===== config.mk =====
export PLATFORM = sky130hd
export DESIGN_NAME = dual_timer
export DESIGN_NICKNAME = d
export VERILOG_FILES = /design/src/rtl/dual_timer.sv
export SDC_FILE = /design/constraint.sdc
export NUM_CORES = 1
export LEC_CHECK = 0
export CAP_MARGIN = 20
export CORE_MARGIN = 1.5
export CORE_UTILIZATION = 50
export DETAILED_ROUTE_END_ITERATION = 16
export PLACE_DENSITY_LB_ADDON = 0.3
export RECOVER_POWER = 25
export SKIP_LAST_GASP = 1
export SLEW_MARGIN = 10
export SYNTH_ARGS = -nofsm -noshare
export SYNTH_HDL_FRONTEND = slang
export SYNTH_SLANG_ARGS = --single-unit

===== constraint.sdc =====
create_clock -name clk -period 6.8 [get_ports clk]
set_input_delay 1.36 -clock clk [delete_from_list [all_inputs] [get_ports clk]]
set_output_delay 1.36 -clock clk [all_outputs]
set_load 0.005 [all_outputs]

===== src/rtl/dual_timer.sv =====
`timescale 1ns/1ps
module dual_timer #(
  parameter int CW = 16
) (
  input  logic          clk,
  input  logic          rst_n,
  input  logic          bus_we,
  input  logic [2:0]    bus_addr,
  input  logic [CW-1:0] bus_wdata,
  output logic [CW-1:0] bus_rdata,
  input  logic          gate_in,
  input  logic          cap_in,
  output logic          out_a,
  output logic          out_b,
  output logic          irq_a,
  output logic          irq_b
);
  localparam int HW = CW / 2;
  localparam logic [2:0] A_CTRL = 3'd0, A_STAT = 3'd1, A_RLD = 3'd2,
                         A_CMP = 3'd3, A_CAP = 3'd4, A_CNT = 3'd5;
  localparam logic [CW-1:0] ONE  = 1;
  localparam logic [HW-1:0] HONE = 1;

  logic [11:0]   ctrl;
  logic [3:0]    st;
  logic [CW-1:0] rld, cmpv, capv, cnt, cnt_nx;
  logic          pa, pb;
  logic [1:0]    gsy;
  logic [2:0]    csy;

  logic run_hi, run_lo, split, capm, oneshot, gate_en;
  logic oe_a, oe_b, ie_a, ie_b;
  assign run_hi  = ctrl[0];
  assign run_lo  = ctrl[1];
  assign split   = ctrl[2];
  assign capm    = ctrl[3];
  assign oneshot = ctrl[4];
  assign gate_en = ctrl[5];
  assign oe_a    = ctrl[7];
  assign oe_b    = ctrl[9];
  assign ie_a    = ctrl[10];
  assign ie_b    = ctrl[11];

  logic w_ctrl, w_stat, w_rld, w_cmp, w_cnt;
  assign w_ctrl = bus_we && bus_addr == A_CTRL;
  assign w_stat = bus_we && bus_addr == A_STAT;
  assign w_rld  = bus_we && bus_addr == A_RLD;
  assign w_cmp  = bus_we && bus_addr == A_CMP;
  assign w_cnt  = bus_we && bus_addr == A_CNT;

  logic gate_ok, cap_edge, adv_hi, adv_lo;
  assign gate_ok  = !gate_en || gsy[1];
  assign cap_edge = capm && csy[1] && !csy[2];
  assign adv_hi   = run_hi && gate_ok;
  assign adv_lo   = split && run_lo && gate_ok;

  logic ovf_hi, cmp_hi, ovf_lo, cmp_lo, ev_a, ev_b;
  assign ovf_hi = adv_hi && (split ? &cnt[CW-1:HW] : &cnt);
  assign cmp_hi = adv_hi && (split ? cnt[CW-1:HW] == cmpv[CW-1:HW] : cnt == cmpv);
  assign ovf_lo = adv_lo && &cnt[HW-1:0];
  assign cmp_lo = adv_lo && cnt[HW-1:0] == cmpv[HW-1:0];
  assign ev_a   = ovf_hi || cmp_hi;
  assign ev_b   = split ? (ovf_lo || cmp_lo) : ev_a;

  always_comb begin
    cnt_nx = cnt;
    if (!split) begin
      if (adv_hi) cnt_nx = ovf_hi ? rld : cnt + ONE;
    end else begin
      if (adv_hi) cnt_nx[CW-1:HW] = ovf_hi ? rld[CW-1:HW] : cnt[CW-1:HW] + HONE;
      if (adv_lo) cnt_nx[HW-1:0]  = ovf_lo ? rld[HW-1:0]  : cnt[HW-1:0] + HONE;
    end
    if (cap_edge) cnt_nx = rld;
    if (w_cnt)    cnt_nx = bus_wdata;
  end

  always_ff @(posedge clk or negedge rst_n) begin
    if (!rst_n) begin
      gsy <= '0;
      csy <= '0;
    end else begin
      gsy <= {gsy[0], gate_in};
      csy <= {csy[1:0], cap_in};
    end
  end

  always_ff @(posedge clk or negedge rst_n) begin
    if (!rst_n) begin
      ctrl <= '0;
    end else if (w_ctrl) begin
      ctrl <= bus_wdata[11:0];
    end else begin
      if (oneshot && ovf_hi) ctrl[0] <= 1'b0;
      if (oneshot && ovf_lo) ctrl[1] <= 1'b0;
    end
  end

  always_ff @(posedge clk or negedge rst_n) begin
    if (!rst_n) begin
      st   <= '0;
      rld  <= '0;
      cmpv <= '0;
      capv <= '0;
      cnt  <= '0;
    end else begin
      st  <= (st & ~(w_stat ? bus_wdata[3:0] : 4'b0)) | {cmp_lo, ovf_lo, cmp_hi, ovf_hi};
      cnt <= cnt_nx;
      if (w_rld)    rld  <= bus_wdata;
      if (w_cmp)    cmpv <= bus_wdata;
      if (cap_edge) capv <= cnt;
    end
  end

  always_ff @(posedge clk or negedge rst_n) begin
    if (!rst_n) begin
      pa <= 1'b0;
      pb <= 1'b0;
    end else begin
      if (w_ctrl && bus_wdata[7] && !oe_a) pa <= bus_wdata[6];
      else if (oe_a && ev_a)               pa <= ~pa;
      if (w_ctrl && bus_wdata[9] && !oe_b) pb <= bus_wdata[8];
      else if (oe_b && ev_b)               pb <= ~pb;
    end
  end

  assign out_a = oe_a && pa;
  assign out_b = oe_b && pb;
  assign irq_a = ie_a && (st[0] || st[1]);
  assign irq_b = split && ie_b && (st[2] || st[3]);

  always_comb begin
    case (bus_addr)
      A_CTRL:  bus_rdata = {{(CW-12){1'b0}}, ctrl};
      A_STAT:  bus_rdata = {{(CW-4){1'b0}}, st};
      A_RLD:   bus_rdata = rld;
      A_CMP:   bus_rdata = cmpv;
      A_CAP:   bus_rdata = capv;
      A_CNT:   bus_rdata = cnt;
      default: bus_rdata = '0;
    endcase
  end

  p_wrap_r2: assert property (@(posedge clk) disable iff (!rst_n)
    (!split && ovf_hi && !cap_edge && !w_cnt) |=> (cnt == $past(rld)));
  p_gate_hold_r5: assert property (@(posedge clk) disable iff (!rst_n)
    (gate_en && !gsy[1] && !cap_edge && !w_cnt) |=> $stable(cnt));
  p_oneshot_stop_r6: assert property (@(posedge clk) disable iff (!rst_n)
    (oneshot && ovf_hi && !w_ctrl) |=> !run_hi);
  p_oe_load_r8: assert property (@(posedge clk) disable iff (!rst_n)
    (w_ctrl && bus_wdata[7] && !oe_a) |=> (out_a == $past(bus_wdata[6])));
  p_flag_sticky_r10: assert property (@(posedge clk) disable iff (!rst_n)
    (st[1] && !(w_stat && bus_wdata[1])) |=> st[1]);
  p_irq_hold_r11: assert property (@(posedge clk) disable iff (!rst_n)
    (ie_a && st[0] && !w_ctrl && !(w_stat && bus_wdata[0])) |=> irq_a);
endmodule


# Word-level counts from Yosys, hierarchy flattened
# Cells that the tools add are included.
[totals]
regBits = 87
latch_bits = 0
mem_bits_rw = 0
romBits = 0
input_bits = 24
out_inout_bits = 20
word_cells = 98
n_memories = 0
[classes]
addsub = 3
mul = 0
div_mod_pow = 0
order_cmp = 0
n_eq_ne = 9
shift = 0
n_mux = 21
n_bitwise = 5
reduce_logical = 47
[op_table]
columns = ["op", "n"]
rows = [
  ["$pmux W16 S6", 1],
  ["$mux W16", 5],
  ["$mux W8", 4],
  ["$logic_and A1 B1 Y1", 27],
  ["$add A16 B1 Y16 const B", 1],
  ["$add A8 B1 Y8 const B", 2],
  ["$eq A16 B16 Y1", 1],
  ["$eq A8 B8 Y1", 2],
  ["$reduce_and A16 Y1", 1],
  ["$reduce_and A8 Y1", 2],
  ["$mux W1", 9],
  ["$reduce_bool A2 Y1", 4],
  ["$eq A3 B2 Y1 const B", 2],
  ["$eq A3 B3 Y1 const B", 2],
  ["$logic_or A1 B1 Y1", 5],
  ["$and A4 B4 Y4", 1],
  ["$logic_not A1 Y1", 4],
  ["$mux W4", 1],
  ["$ne A4 B1 Y1 const B", 1],
  ["$not A4 Y4", 1],
  ["$or A4 B4 Y4", 1],
  ["$reduce_bool A4 Y1", 1],
  ["$eq A3 B1 Y1 const B", 1],
  ["$logic_not A3 Y1", 1],
  ["4 further kinds", 5],
]

# Logic depth before layout (Yosys ltp)
# Gate-level depths: netlist of the first run.
[depth]
ltp_word = 9
ltp_mapped = 9
depth_no_buf = 7

# Worst setup path after synthesis of the first run
# No wires, ideal clock.
[synth_path]
kind = "input -> output"
from = "input bus_addr[0]"
to = "output bus_rdata[0]"
t_arrival_ns = 2.466
required_time_ns = 5.440
slack_ns = 2.974
path_stages = 4
cell_sequence = "clkbuf_1 > clkbuf_1 > mux2i_1 > o221ai_1"
[synth_between]
elab_chain_cells = 2
[synth_rtl]
columns = ["item", "line_no", "rtl"]
rows = [
  ["start, declared", "8", "input logic [2:0] bus_addr,"],
  ["$eq A3 B3 Y1, or another cell as far along", "132", "case (bus_addr)"],
  ["$pmux W16 S6 (*)", "132", ""],
  ["end, declared", "10", "output logic [CW-1:0] bus_rdata,"],
]
# Every way passes the cells marked *; elsewhere a longest branch is shown, timed or not.

==> results of run 1 <==
worst register-to-register path: cells and delay by family, from the launching register on:
| family | cells | cell delay, ns |
|---|---|---|
| AO/OA/AOI/OAI | 4 | 0.97 |
| AND/OR/NAND/NOR | 2 | 1.17 |
| flip-flops | 1 | 0.40 |
registers in the layout (all words and copies together), names as in the netlist:
| name | cells |
|---|---|
| cnt | 16 |
| gsy | 2 |
| pb | 1 |
| rld | 16 |
| pa | 1 |
| csy | 3 |
| capv | 16 |
| st | 4 |
| cmpv | 16 |
| ctrl | 12 |
worst paths after layout:
path / depth (start not counted) / end / from / slack [ns]
max in group clk: 5 / bus_rdata[4] / bus_addr[1] / 1.73
worst max-delay path: 2 / csy[0] / rst_n / 1.71
worst max register to register: 6 / cnt[12] / ctrl[3] / 4.14
min in group asynchronous: 1 / cmpv[1] / rst_n / 1.28
worst min register to register: 0 / gsy[1] / gsy[0] / 0.36
worst min-delay path: 0 / gsy[1] / gsy[0] / 0.36
power groups by stage:
stage	sequential [mW]	combinational [mW]	clock (mW)
2_1_floorplan	0.762	0.533	0
3_3_place_gp	0.883	0.588	0
3_5_place_dp	0.891	0.604	0
4_1_cts	0.881	0.609	0.423
5_1_grt	0.910	0.678	0.442
6_report	0.887	0.615	0.415
cell type report:
class / count / area [um^2] / share of cell area (%)
Timing Repair Buffer: 50 / 480 / 8.68
Sequential cell: 87 / 2180 / 39.3
Inverter: 7 / 26.3 / 0.474
Clock buffer: 12 / 155 / 2.80
Tap cell: 129 / 161 / 2.91
Multi-Input combinational cell: 353 / 2460 / 44.4
Clock inverter: 4 / 77.6 / 1.40
synth_stat cells (7+ instances only):
library cell  instances
a22oi_1              16
a21oi_1               9
xnor2_1              23
dfrtp_1              87
nand3_1              11
nor2_1               11
nand2_1              91
inv_1                 7
nand4_1               7
o221ai_1             10
mux2_2               43
mux2i_1              29
o21ai_0              12
o22ai_1              15
clkbuf_1             28
metal layers:
metal | vias to the layer above | part of all wire, % | wire length, um | GRT usage [%]
li1 | 1775 | - | - | -
met1 | 1927 | 44 | 5410 | 36.0
met2 | 181 | 47 | 5840 | 41.3
met3 | 18 | 7.6 | 934 | 5.18
met4 | 0 | 1.5 | 185 | 7.37
met5 | - | 0 | 0 | 0
cell families (layout without fill, tap and decap cells):
group | Yosys count | count (layout)
AO/OA/AOI/OAI | 91 | 91
XOR/XNOR | 29 | 29
adder cells (fa/ha/maj) | 3 | 3
buffers and inverters | 44 | 73
flip-flops | 87 | 87
multiplexers | 74 | 74
AND/OR/NAND/NOR | 156 | 156
stage by stage:
stage / instance area, um^2 / cells / utilization (%) / hold slack [ns]
3_5_place_dp: 5290 / 624 / 57.0 / 0.339
6_report: 5540 / 642 / 59.6 / 0.356
2_1_floorplan: 4820 / 484 / - / 0.331
4_1_cts: 5520 / 640 / 59.5 / 0.363
5_1_grt: 5540 / 642 / 59.6 / 0.367
3_3_place_gp: 5290 / 624 / 57.0 / 0.335
==> results.py, run 1 <==
metrics = {
    "status": {
        "status": "complete, but fails checks",
        "violations": "max-capacitance violations, max-slew violations",
    },
    "worst_setup_path": {
        "required_ns": 6.51,
        "crit_slowest_cell": "clkbuf_1",
        "cp_top_family": "buffers and inverters",
        "cp_num_buf_inv": 2,
        "cp_max_fo": 62,
        "worst-endpoint-arrival_ns": 4.80,
        "cp-start-kind": "primary input",
        "cp_slowest_stage_delay_ns": 2.44,
        "cp_common_cell": "clkbuf_1",
        "crit_chain": "clkbuf_1 -> clkbuf_1",
        "crit_type": "primary input to asynchronous set/reset pin",
        "cp-end-kind": "asynchronous set/reset pin",
    },
    "sta": {
        "finClkSkew_ns": 0.0145,
        "worst_pin_slew_ns": 3.36,
        "hold_violations": 0,
        "fin_crit_sh_pct": 74.8,
        "setup_viol": 0,
        "rsz0062_at_grt": "false",
        "min_period_ns": 5.09,
        "setup_ws_ns": 1.71,
        "relSlewSlack_pct": -124,
        "fmax_mhz": 197,
        "setup_tns_ns": 0,
        "final-max-slew-violation-count": 63,
    },
    "clock_network": {
        "cts.sinks": 87,
        "clock_path_buffers": 2,
        "postCtsHoldBufs": 0,
        "clockRootBuffer": "clkbuf_8",
        "cts_tree": "built",
        "cts_resized": 0,
        "h-tree-depth": 3,
        "cts_buffers": 9,
        "path_clk_slew_ns": 0.08,
        "postCtsSetupRepairBufs": 0,
        "insertion_delay_ns": 0.36,
    },
    "floorplanning": {
        "io_pins": 44,
        "die_width_um": 101,
        "fp.coreArea_mm2": 0.00928,
        "start_util_pct": 52.0,
        "row_count": 35,
        "die_area_mm2": 0.0102,
        "fp.dieH_um": 101,
    },
    "power_and_ir_drop": {
        "p_clk_share_pct": 21.6,
        "irDropWorstVdd_mv": 0.230,
        "p_leak_nw": 2.33,
        "p_per_area_mw_per_mm2": 346,
        "share_comb_of_total_power_pct": 32.1,
        "total_power_mw": 1.92,
        "switching_share_pct": 35.8,
        "pwr-share-seq_pct": 46.3,
        "netSwitchingPower_mw": 0.686,
        "cell_internal_pwr_mw": 1.23,
    },
    "placement": {
        "io_buffers": 43,
        "gp_congestion": 0.916,
        "place.detailed.hpwl_mm": 8.42,
        "pre_cts_ws_ns": 1.75,
    },
    "yosys": {
        "syn_area_per_cell_um2": 9.97,
        "synth_area_leader_cell": "dfrtp_1",
        "syn_area_mm2": 0.00482,
        "synth_seq_cells": 87,
        "synth-simple-area-share_pct": 15.1,
        "synth_top_area_share_pct": 45.1,
        "synthTopCellsByArea": "dfrtp_1 (45%), mux2_2 (10%), nand2_1 (7.1%)",
        "synth_mux_area_share_pct": 16.8,
        "synth_compound_area_share_pct": 13.1,
        "yosys_warnings": 0,
        "synthXorXnorAreaFrac_pct": 5.27,
        "syn_nets": 511,
        "synthAdderAreaFrac_pct": 0.778,
        "async_flop_share_pct": 100,
        "synth_edf_count": 0,
        "ys.flop_type": "dfrtp_1",
        "syn_inst": 484,
        "synth_cell_types": 55,
        "ys_seq_area_share_pct": 45.1,
        "synth_top_family_by_area": "multiplexers",
    },
    "finish": {
        "n_fill_cell": 806,
        "final_common_cell": "nand2_1",
        "drive_gt1_share_pct": 14.0,
        "layout_common_cells": "nand2_1 (91), dfrtp_1 (87), mux2_2 (43)",
        "num-nets-final": 535,
        "syn_to_final_growth_pct": 14.8,
        "diodes": 0,
    },
    "drt": {
        "dr.pass1.iters": 4,
        "finalWirelength_mm": 12.4,
        "routed_via_density": 6.08,
        "wl_per_cell_um": 19.3,
        "ant_nets": 0,
        "vias": 3901,
        "drtIter0Drc": 282,
        "post-route-drc-count": 0,
    },
    "grt": {
        "grt_pass1_wl_mm": 20.2,
        "first_global_vias": 3814,
        "grt_overflow_total": 0,
        "antenna_found_initial": 0,
        "grt_usage_pct": 25.8,
        "grt_max_degree": 88,
    },
    "run": {
        "drv_cap": 1,
    },
    "worst_hold_path": {
        "hold_class": "flop to flop",
    },
}
Note: power is estimated with default switching activity, not from simulation.
==> run 2, diff against run 1 <==
- clock period: 6.8 -> 4.3 ns (I/O delays scaled with it)
==> results.py, run 2 (synthesis gave the netlist of run 1 again) <==
metrics = {
    "status": {
        "status": "complete, but fails checks",
        "violations": "max-capacitance violations, max-slew violations",
    },
    "clock_network": {
        "clockRootBuffer": "clkbuf_8",
        "cts_tree": "built",
        "cts_buffers": 9,
        "postCtsHoldBufs": 0,
        "cts.sinks": 87,
        "h-tree-depth": 3,
        "clock_path_buffers": 2,
        "cts_resized": 0,
        "postCtsSetupRepairBufs": 0,
        "path_clk_slew_ns": 0.08,
        "insertion_delay_ns": 0.36,
    },
    "grt": {
        "grt_usage_pct": 26.2,
        "grt_max_degree": 62,
        "grt_pass1_wl_mm": 20.4,
        "first_global_vias": 3905,
        "antenna_found_initial": 0,
        "grt_overflow_total": 0,
    },
    "placement": {
        "place_area_mm2": 0.00536,
        "place.detailed.hpwl_mm": 8.63,
        "io_buffers": 43,
        "gp_congestion": 0.919,
    },
    "drt": {
        "route.met2.wl_mm": 5.87,
        "dr.pass1.iters": 5,
        "top_layer": "met4",
        "routed_via_density": 6.04,
        "wl_per_cell_um": 19.2,
        "vias": 3919,
        "finalWirelength_mm": 12.5,
        "post-route-drc-count": 0,
        "dr_wl_met3_um": 721,
        "met1Wirelength_mm": 5.52,
        "ant_nets": 0,
        "drtIter0Drc": 217,
    },
    "finish": {
        "register_area_mm2": 0.00218,
        "layout_common_cells": "nand2_1 (91), dfrtp_1 (87), mux2_2 (43)",
        "syn_to_final_growth_pct": 15.1,
        "num-nets-final": 542,
        "final_cell_area_mm2": 0.00555,
        "drive_gt1_share_pct": 15.6,
        "diodes": 0,
        "final_common_cell": "nand2_1",
        "n_fill_cell": 818,
        "multiInputGateArea_mm2": 0.00246,
    },
    "sta": {
        "rsz0062_at_grt": "false",
        "worst_pin_slew_ns": 3.28,
        "final-max-slew-violation-count": 62,
        "setup_tns_ns": 0,
        "fin_crit_sh_pct": 91.3,
        "fmax_mhz": 255,
        "setup_viol": 0,
        "finClkSkew_ns": 0.00871,
        "min_period_ns": 3.93,
        "relSlewSlack_pct": -118,
        "hold_violations": 0,
    },
    "power_and_ir_drop": {
        "p_leak_nw": 2.35,
        "share_comb_of_total_power_pct": 33.0,
        "cell_internal_pwr_mw": 1.87,
        "p_per_area_mw_per_mm2": 531,
        "irDropWorstVdd_mv": 0.239,
        "netSwitchingPower_mw": 1.08,
        "p_clk_share_pct": 19.6,
        "switching_share_pct": 36.5,
        "pwr-share-seq_pct": 47.5,
    },
    "floorplanning": {
        "die_area_mm2": 0.0102,
        "die_width_um": 101,
        "io_pins": 44,
        "fp.coreArea_mm2": 0.00928,
        "fp.dieH_um": 101,
        "row_count": 35,
        "start_util_pct": 52.0,
    },
    "worst_setup_path": {
        "worst-endpoint-arrival_ns": 3.07,
        "crit_type": "primary input to output pin",
        "required_ns": 3.44,
        "cp-start-kind": "primary input",
        "cp-end-kind": "output pin",
        "cp_max_fo": 14,
    },
    "run": {
        "drv_cap": 1,
    },
    "worst_hold_path": {
        "hold_class": "flop to flop",
    },
}
[run 2: final timing paths]
path,startpoint,slack (ns),cells past startpoint,endpoint
setup / recovery,bus_addr[0],0.37,7,bus_rdata[11]
hold / removal,csy[0],0.36,0,csy[1]
setup reg to reg,cnt[1],1.66,7,cnt[7]
hold reg to reg,csy[0],0.36,0,csy[1]
max in group asynchronous,rst_n,0.86,1,cnt[13]
min in group asynchronous,rst_n,1.59,1,cmpv[3]
[run 2: cell type report]
| class | instances | share of cell area (%) |
|---|---|---|
| Sequential cell | 87 | 39.2 |
| Inverter | 7 | 0.473 |
| Timing Repair Buffer | 57 | 9.53 |
| Clock inverter | 5 | 1.04 |
| Tap cell | 129 | 2.91 |
| Multi-Input combinational cell | 353 | 44.3 |
| Clock buffer | 11 | 2.55 |
[run 2: metal layers]
metal / track usage, % / vias up
li1: - / 1785
met1: 35.8 / 1945
met2: 41.1 / 157
met3: 4.69 / 32
met4: 11.3 / 0
met5: 0 / -
[run 2: worst max-delay path, stage by stage]
cell,delay (ns)
clkdlybuf4s50_1,0.69
buf_4,0.33
nor2_1,0.11
buf_4,0.19
a22oi_1,0.08
o221ai_1,0.25
clkdlybuf4s50_1,0.55
[run 2: power groups by stage]
stage               combinational [mW]  sequential [mW]  clock [mW]
finish                           0.972             1.40       0.577
global route                      1.08             1.44       0.621
CTS                              0.970             1.39       0.592
detailed placement               0.965             1.41           0
global placement                 0.936             1.39           0
floorplan                        0.843             1.21           0
[run 2: per-stage QoR]
stage / hold WS [ns] / power [mW] / util (%) / worst slack [ns] / std cells
2_1_floorplan: 0.331 / 2.05 / - / 1.47 / 484
3_3_place_gp: 0.336 / 2.33 / 57.7 / 0.448 / 633
3_5_place_dp: 0.349 / 2.37 / 57.7 / 0.397 / 633
4_1_cts: 0.363 / 2.95 / 59.9 / 0.393 / 649
5_1_grt: 0.376 / 3.15 / 59.8 / 0.217 / 649
6_report: 0.360 / 2.95 / 59.8 / 0.372 / 649
==> run 3, diff against run 2 <==
- CORE_ASPECT_RATIO: unset -> 1.4
==> results.py, run 3 (synthesis gave the netlist of run 1 again) <==
metrics = {
    "clock_network": {
        "cts_buffers": 9,
        "h-tree-depth": 3,
        "cts_tree": "built",
        "postCtsSetupRepairBufs": 0,
        "cts_resized": 0,
        "insertion_delay_ns": 0.35,
        "postCtsHoldBufs": 0,
        "cts.sinks": 87,
        "clockRootBuffer": "clkbuf_16",
        "clock_path_buffers": 2,
        "path_clk_slew_ns": 0.06,
    },
    "drt": {
        "finalWirelength_mm": 13.1,
        "routed_via_density": 6.39,
        "vias": 4009,
        "ant_nets": 0,
        "dr.pass1.iters": 5,
        "drtIter0Drc": 302,
        "wl_per_cell_um": 20.9,
        "post-route-drc-count": 0,
    },
    "sta": {
        "min_period_ns": 3.96,
        "worst_pin_slew_ns": 3.12,
        "hold_violations": 0,
        "setup_tns_ns": 0,
        "relSlewSlack_pct": -108,
        "fin_crit_sh_pct": 92.2,
        "final-max-slew-violation-count": 59,
        "rsz0062_at_grt": "false",
        "setup_viol": 0,
        "fmax_mhz": 252,
        "finClkSkew_ns": 0.00545,
    },
    "floorplanning": {
        "fp.coreArea_mm2": 0.00941,
        "die_width_um": 86.0,
        "die_area_mm2": 0.0103,
        "row_count": 42,
        "start_util_pct": 51.3,
        "fp.dieH_um": 119,
        "io_pins": 44,
    },
    "worst_setup_path": {
        "r2r_cells": 7,
        "cp_common_cell": "clkdlybuf4s50_1",
        "cp-end-kind": "output pin",
        "rrSetupSlack_ns": 1.69,
        "r2r_end": "cnt[3]",
        "cp_slowest_stage_delay_ns": 0.66,
        "required_ns": 3.44,
        "r2r-start": "cnt[1]",
        "cp_max_fo": 14,
        "crit_chain": "clkdlybuf4s50_1 -> nand2b_1 -> o221ai_1 -> o21a_1 -> clkdlybuf4s50_1",
        "crit_type": "primary input to output pin",
        "cp-start-kind": "primary input",
        "cp_num_buf_inv": 2,
        "cp_top_family": "buffers and inverters",
        "worst-endpoint-arrival_ns": 3.10,
        "crit_slowest_cell": "clkdlybuf4s50_1",
    },
    "grt": {
        "antenna_found_initial": 0,
        "grt_pass1_wl_mm": 21.0,
        "grt_usage_pct": 27.1,
        "first_global_vias": 4019,
        "grt_overflow_total": 0,
        "grt_max_degree": 59,
    },
    "finish": {
        "final_cell_area_mm2": 0.00566,
        "final_common_cell": "nand2_1",
        "num-nets-final": 539,
        "syn_to_final_growth_pct": 17.3,
        "register_area_mm2": 0.00218,
        "drive_gt1_share_pct": 15.5,
        "n_fill_cell": 809,
        "multiInputGateArea_mm2": 0.00246,
        "layout_common_cells": "nand2_1 (91), dfrtp_1 (87), mux2_2 (43)",
        "diodes": 0,
    },
    "power_and_ir_drop": {
        "share_comb_of_total_power_pct": 29.5,
        "switching_share_pct": 33.9,
        "p_per_area_mw_per_mm2": 585,
        "cell_internal_pwr_mw": 2.19,
        "irDropWorstVdd_mv": 0.238,
        "netSwitchingPower_mw": 1.12,
        "p_clk_share_pct": 27.9,
        "pwr-share-seq_pct": 42.5,
        "p_leak_nw": 2.41,
        "total_power_mw": 3.31,
    },
    "placement": {
        "place_area_mm2": 0.00531,
        "gp_congestion": 0.909,
        "place.detailed.hpwl_mm": 8.95,
        "io_buffers": 43,
    },
    "run": {
        "drv_cap": 1,
    },
    "worst_hold_path": {
        "hold_class": "flop to flop",
        "min_path_cells": 0,
        "whs_endpoint": "gsy[1]",
        "hp-start": "gsy[0]",
    },
    "status": {
        "status": "complete, but fails checks",
        "violations": "max-capacitance violations, max-slew violations",
    },
}
==> run 3: cell count changes in the layout (fill, tap and decap cells not counted) <==
cell | previous run | this run
buf_2 | 0 | 1
buf_4 | 14 | 11
bufinv_16 | 1 | 3
clkbuf_1 | 2 | 1
clkbuf_16 | 0 | 9
clkbuf_8 | 10 | 2
clkdlybuf4s50_1 | 40 | 39
clkinv_2 | 2 | 1
clkinv_4 | 2 | 1
==> run 3: stage by stage <==
step	instances	utilization (%)	hold WS [ns]	setup slack, ns
2_1_floorplan	484	-	0.331	1.47
3_3_place_gp	611	56.4	0.333	0.418
3_5_place_dp	611	56.4	0.335	0.369
4_1_cts	627	60.2	0.349	0.371
5_1_grt	627	60.2	0.356	0.281
6_report	627	60.2	0.348	0.336
==> run 3: per-layer routing <==
| metal | vias up | wire length, um | track usage [%] |
|---|---|---|---|
| met3 | 49 | 684 | 4.23 |
| met1 | 1999 | 5100 | 32.1 |
| met5 | - | 0 | 0 |
| met4 | 0 | 718 | 17.2 |
| li1 | 1781 | - | - |
| met2 | 180 | 6620 | 45.2 |
==> run 3: area by class of cell <==
cell class | instances | area share (%)
Timing Repair Buffer | 54 | 8.87
Clock buffer | 11 | 4.47
Sequential cell | 87 | 38.5
Tap cell | 110 | 2.43
Clock inverter | 5 | 1.84
Inverter | 7 | 0.464
Multi-Input combinational cell | 353 | 43.5
==> run 3: how the worst max path moves through the flow <==
stage           startpoint            end  slack, ns  depth (start not counted)
2_1_floorplan  bus_addr[0]   bus_rdata[0]       1.47                          4
5_1_grt              rst_n         rld[8]       0.28                          1
6_report       bus_addr[1]  bus_rdata[10]       0.34                          5
4_1_cts        bus_addr[1]  bus_rdata[10]       0.37                          5
3_5_place_dp   bus_addr[1]  bus_rdata[10]       0.37                          5
3_3_place_gp   bus_addr[1]  bus_rdata[10]       0.42                          5
==> run 3: power groups by stage <==
stage	clock (mW)	sequential (mW)	combinational, mW
after CTS	0.933	1.40	0.979
after global placement	0	1.40	0.932
after global routing	0.970	1.45	1.08
after detailed placement	0	1.41	0.967
final	0.924	1.41	0.977
after floorplan	0	1.21	0.843
